[src/rtl/lcd_ctrl_core.sv]
module lcd_ctrl_core (
  input  logic       clk,
  input  logic       rst_n,
  input  logic       ctrl_we,
  input  logic [8:0] ctrl_wdata,
  output logic [8:0] ctrl_q,
  input  logic       stat_we,
  input  logic [5:0] stat_wdata,
  output logic [5:0] stat_q,
  input  logic       pal_done,
  input  logic       frame_end,
  input  logic       ev_vsync,
  input  logic       ev_line,
  input  logic       ev_underflow,
  input  logic       ev_synclost,
  output logic       frame_start,
  output logic       irq
);

  typedef enum logic [1:0] {S_IDLE, S_PAL, S_SCAN} state_t;

  state_t      st;
  logic        en;
  logic [1:0]  mode;
  logic [5:0]  mask;
  logic [5:0]  stat;
  logic        fs_q;
  logic        irq_q;

  logic        pal_first, pal_only, pal_end, scan_end;
  logic        self_off, en_d, en_fall, en_rise, done_set;
  logic [5:0]  set_v, wr_clr, dis_clr, stat_d;

  assign pal_first = mode[0];
  assign pal_only  = (mode == 2'b01);
  assign pal_end   = (st == S_PAL)  && pal_done;
  assign scan_end  = (st == S_SCAN) && frame_end;
  assign self_off  = pal_end && pal_only;

  assign en_d    = ctrl_we ? ctrl_wdata[0] : (en && !self_off);
  assign en_fall = en && !en_d;
  assign en_rise = !en && en_d;

  assign done_set = ((scan_end && !en) || (pal_end && (pal_only || !en))) && !en_rise;

  assign set_v   = {ev_synclost, ev_underflow, ev_line, ev_vsync, pal_end, done_set};
  assign wr_clr  = {6{stat_we}} & ~stat_wdata & {4'b0011, pal_only, 1'b0};
  assign dis_clr = {en_fall, en_fall, 2'b00, en_fall && !pal_only, en_rise};
  assign stat_d  = (stat & ~(wr_clr | dis_clr)) | set_v;

  always_ff @(posedge clk or negedge rst_n) begin
    if (!rst_n) begin
      en   <= 1'b0;
      mode <= 2'b00;
      mask <= '0;
    end else begin
      en <= en_d;
      if (ctrl_we) begin
        mode <= ctrl_wdata[2:1];
        mask <= ctrl_wdata[8:3];
      end
    end
  end

  always_ff @(posedge clk or negedge rst_n) begin
    if (!rst_n) begin
      st   <= S_IDLE;
      fs_q <= 1'b0;
    end else begin
      fs_q <= 1'b0;
      unique case (st)
        S_IDLE:
          if (en) begin
            if (pal_first) st <= S_PAL;
            else begin
              st   <= S_SCAN;
              fs_q <= 1'b1;
            end
          end
        S_PAL:
          if (pal_done) begin
            if (!pal_only && en) begin
              st   <= S_SCAN;
              fs_q <= 1'b1;
            end else st <= S_IDLE;
          end
        S_SCAN:
          if (frame_end) st <= S_IDLE;
        default: st <= S_IDLE;
      endcase
    end
  end

  always_ff @(posedge clk or negedge rst_n) begin
    if (!rst_n) begin
      stat  <= '0;
      irq_q <= 1'b0;
    end else begin
      stat  <= stat_d;
      irq_q <= |(stat & mask);
    end
  end

  assign ctrl_q      = {mask, mode, en};
  assign stat_q      = stat;
  assign frame_start = fs_q;
  assign irq         = irq_q;

endmodule

[config.mk]
export PLATFORM = sky130hd
export DESIGN_NAME = lcd_ctrl_core
export DESIGN_NICKNAME = d
export VERILOG_FILES = /design/src/rtl/lcd_ctrl_core.sv
export SDC_FILE = /design/constraint.sdc
export NUM_CORES = 1
export LEC_CHECK = 0
export BUFFER_PORTS_ARGS = -buffer_cell sky130_fd_sc_hd__buf_2
export CAP_MARGIN = 0
export CORE_ASPECT_RATIO = 1.2
export CORE_MARGIN = 1.5
export CORE_UTILIZATION = 46
export DETAILED_ROUTE_END_ITERATION = 7
export HOLD_SLACK_MARGIN = 0.08
export PLACE_DENSITY = 0.78
export SYNTH_ARGS = -nofsm -noshare
export SYNTH_HDL_FRONTEND = slang
export SYNTH_SLANG_ARGS = --single-unit
[constraint.sdc]
create_clock -name clk -period 2.12 [get_ports clk]
set_clock_uncertainty 0.1 [all_clocks]
set_input_delay 0.106 -clock clk [delete_from_list [all_inputs] [get_ports clk]]
set_output_delay 0.106 -clock clk [all_outputs]
set_load 0.02 [all_outputs]
==> flow_summary.yaml <==
floorplanning:
  fp.dieArea_sq_um: 2000
  core_sq_um: 1640
  io_pins: 42
  floorplan.rows: 16
  die_x_um: 41.1
  initial_core_util_pct: 48.9
  dieHeight_um: 48.7
setup_path:
  criticalPathCategory: "register to register"
  cp-start-kind: "register"
  required_ps: 2200
  endpoint_kind: "register"
  r2r_slack_ps: 660
  critPathLaunch: "st[1]"
  critPathBufInv: 0
  crit_path_max_incr_delay_ps: 440
  cp.arrival_ps: 1540
  reg2reg_from: "st[1]"
  cp_max_fo: 5
  cp_top_family: "simple AND/OR/NAND/NOR gates"
  slowest_stage: "dfrtp_1"
  path_cells: "nand3b_1, or3_1, a31o_1"
timing:
  hold_viol: 0
  grt_setup_unrepaired: "false"
  setup-violations-final: 0
  max_freq_mhz: 686
  post-route-period-util_pct: 68.7
  drv_slew: 0
  timing.final.crit_period_ps: 1460
  hold_ws_ps: 95.2
  setup_tns_ps: 0
  slew-limit-headroom_pct: 72.2
  worst_slew_pin_slew_ps: 417
flow_run:
  maxCapViolCount: 0
finish:
  nets: 146
  areaGrowthSynthToFinish_pct: 49.5
  antenna_cells: 0
  final_common_cell: "buf_2"
  final_layout_size_suffix_gt1_share_pct: 42.5
  fillers: 125
  layout_common_cells: "38 x buf_2, 19 x dfrtp_1, 17 x dlygate4sd3_1, 8 x mux2_2, 5 x nand2b_1"
grt:
  grt_pass1_vias: 736
  grt_usage_pct: 22.5
  grt_overflow: 0
  grt_pass1_wl_um: 3080
  antenna_found_initial: 0
  grt_max_degree: 20
pwr:
  worst_ir_drop_vdd_uv: 538
  power_density_nw_per_um2: 736
  leakage_nw: 0.557
clocking:
  clock_latency_ps: 280
  clock_tree.buffer_depth: 2
  htreeDepth: 1
  ctsResizeCount: 0
  cts_tree: "built"
  clk_pin_slew_ps: 100
  cts_made_buffers: 3
  clk_root_buffer_cell: "clkbuf_4"
  cts.sinks: 19
synthesis:
  synthesis.area_sq_um: 802
  syn_area_per_cell_sq_um: 12.7
  seq_area_frac_synth_pct: 59.3
  synth_seq_cells: 19
  synth.distinct_cells: 21
  synth_nets: 88
  synthCells: 63
  ys.warnings.count: 0
drt:
  wl_um: 1930
  ant_nets: 0
  drt_iter0_drc: 7
  vias_per_cell: 5.22
  dr.pass1.iters: 4
  vias: 721
  wire_per_inst_um: 14.0
  drc: 0
worst_hold_path:
  hold_path.class: "input pin to register"
  hp-start: "pal_done"
status:
  status: "finished, final reports clean"
place:
  routabilityCongestion: 0.703
  place_hpwl_um: 1260
  portBuffers: 38
-- cell usage after synthesis, drive strengths merged --
| library cell | n | area [sq um] |
|---|---|---|
| nand3 | 1 | 5.00 |
| nand2 | 2 | 7.51 |
| o22a | 1 | 8.76 |
| a31o | 3 | 26.3 |
| nand4bb | 1 | 11.3 |
| a22oi | 4 | 30.0 |
| inv | 3 | 11.3 |
| a2111oi | 1 | 15.0 |
| mux2 | 8 | 90.1 |
| dfrtp | 19 | 475 |
| buf | 2 | 12.5 |
| nand3b | 2 | 15.0 |
| or3 | 1 | 6.26 |
| nor2b | 2 | 12.5 |
| a21o | 2 | 15.0 |
| a31oi | 1 | 6.26 |
| nor2 | 2 | 7.51 |
| nand2b | 5 | 31.3 |
| o21ai | 3 | 15.0 |
-- registers in the layout (all words and copies together) (netlist names) --
signal / cells
en: 1
frame_start: 1
irq: 1
mask: 6
mode: 2
st: 2
stat_q: 6
-- routing by layer --
| layer | wire length [um] | vias to the layer above | share of wire, % | global-route usage [%] |
|---|---|---|---|---|
| li1 | - | 342 | - | - |
| met1 | 750 | 347 | 39 | 27.4 |
| met2 | 1040 | 30 | 54 | 38.3 |
| met3 | 116 | 2 | 6.0 | 2.75 |
| met4 | 13 | 0 | 0.67 | 8.06 |
| met5 | 0 | - | 0 | 0 |
-- cells by family after synthesis --
kind of cell / count (synthesis) / synth area share, %
multiplexers: 8 / 11.2
flip-flops: 19 / 59.3
AND/OR/NAND/NOR: 16 / 12.0
AO/OA/AOI/OAI: 15 / 14.5
buffers and inverters: 5 / 2.96
-- metrics by stage --
stage	util, %	total power [mW]	instance area, sq um	std cells	worst slack, ps
after global placement	61.1	0.682	1000	117	706
after detailed placement	61.1	0.692	1000	117	694
after global routing	73.0	0.943	1200	138	581
after CTS	73.0	0.893	1200	138	657
final	73.0	0.882	1200	138	663
after floorplan	-	0.598	802	63	669
-- final cells by class --
cell class	count	area, sq um	area share (%)
Inverter	3	11.3	0.939
Clock buffer	4	26.3	2.19
Tap cell	18	22.5	1.88
Sequential cell	19	475	39.7
Multi-Input combinational cell	39	303	25.3
Timing Repair Buffer	55	360	30.1
-- worst register-to-register path: stages (launching register included) --
cell      delay (ps)
dfrtp_1          440
nand3b_1         240
or3_1            360
a31o_1           220
-- timing repair --
action	4_1_cts	5_1_grt
hold endpoints to repair	34	0
hold buffers	17	0
setup buffers	0	0
-- power by group --
group	internal [mW]	total, mW	switching (mW)
Sequential	0.415	0.464	0.0496
Combinational	0.117	0.246	0.129
Clock	0.0730	0.172	0.0989
-- final timing paths --
path	endpoint	cells past startpoint
setup / recovery	stat_q[4]	3
hold / removal	stat_q[1]	3
setup reg to reg	stat_q[4]	3
hold reg to reg	stat_q[5]	1
max in group asynchronous	frame_start	2
min in group asynchronous	mask[4]	2
(Power assumes the default switching activity.)
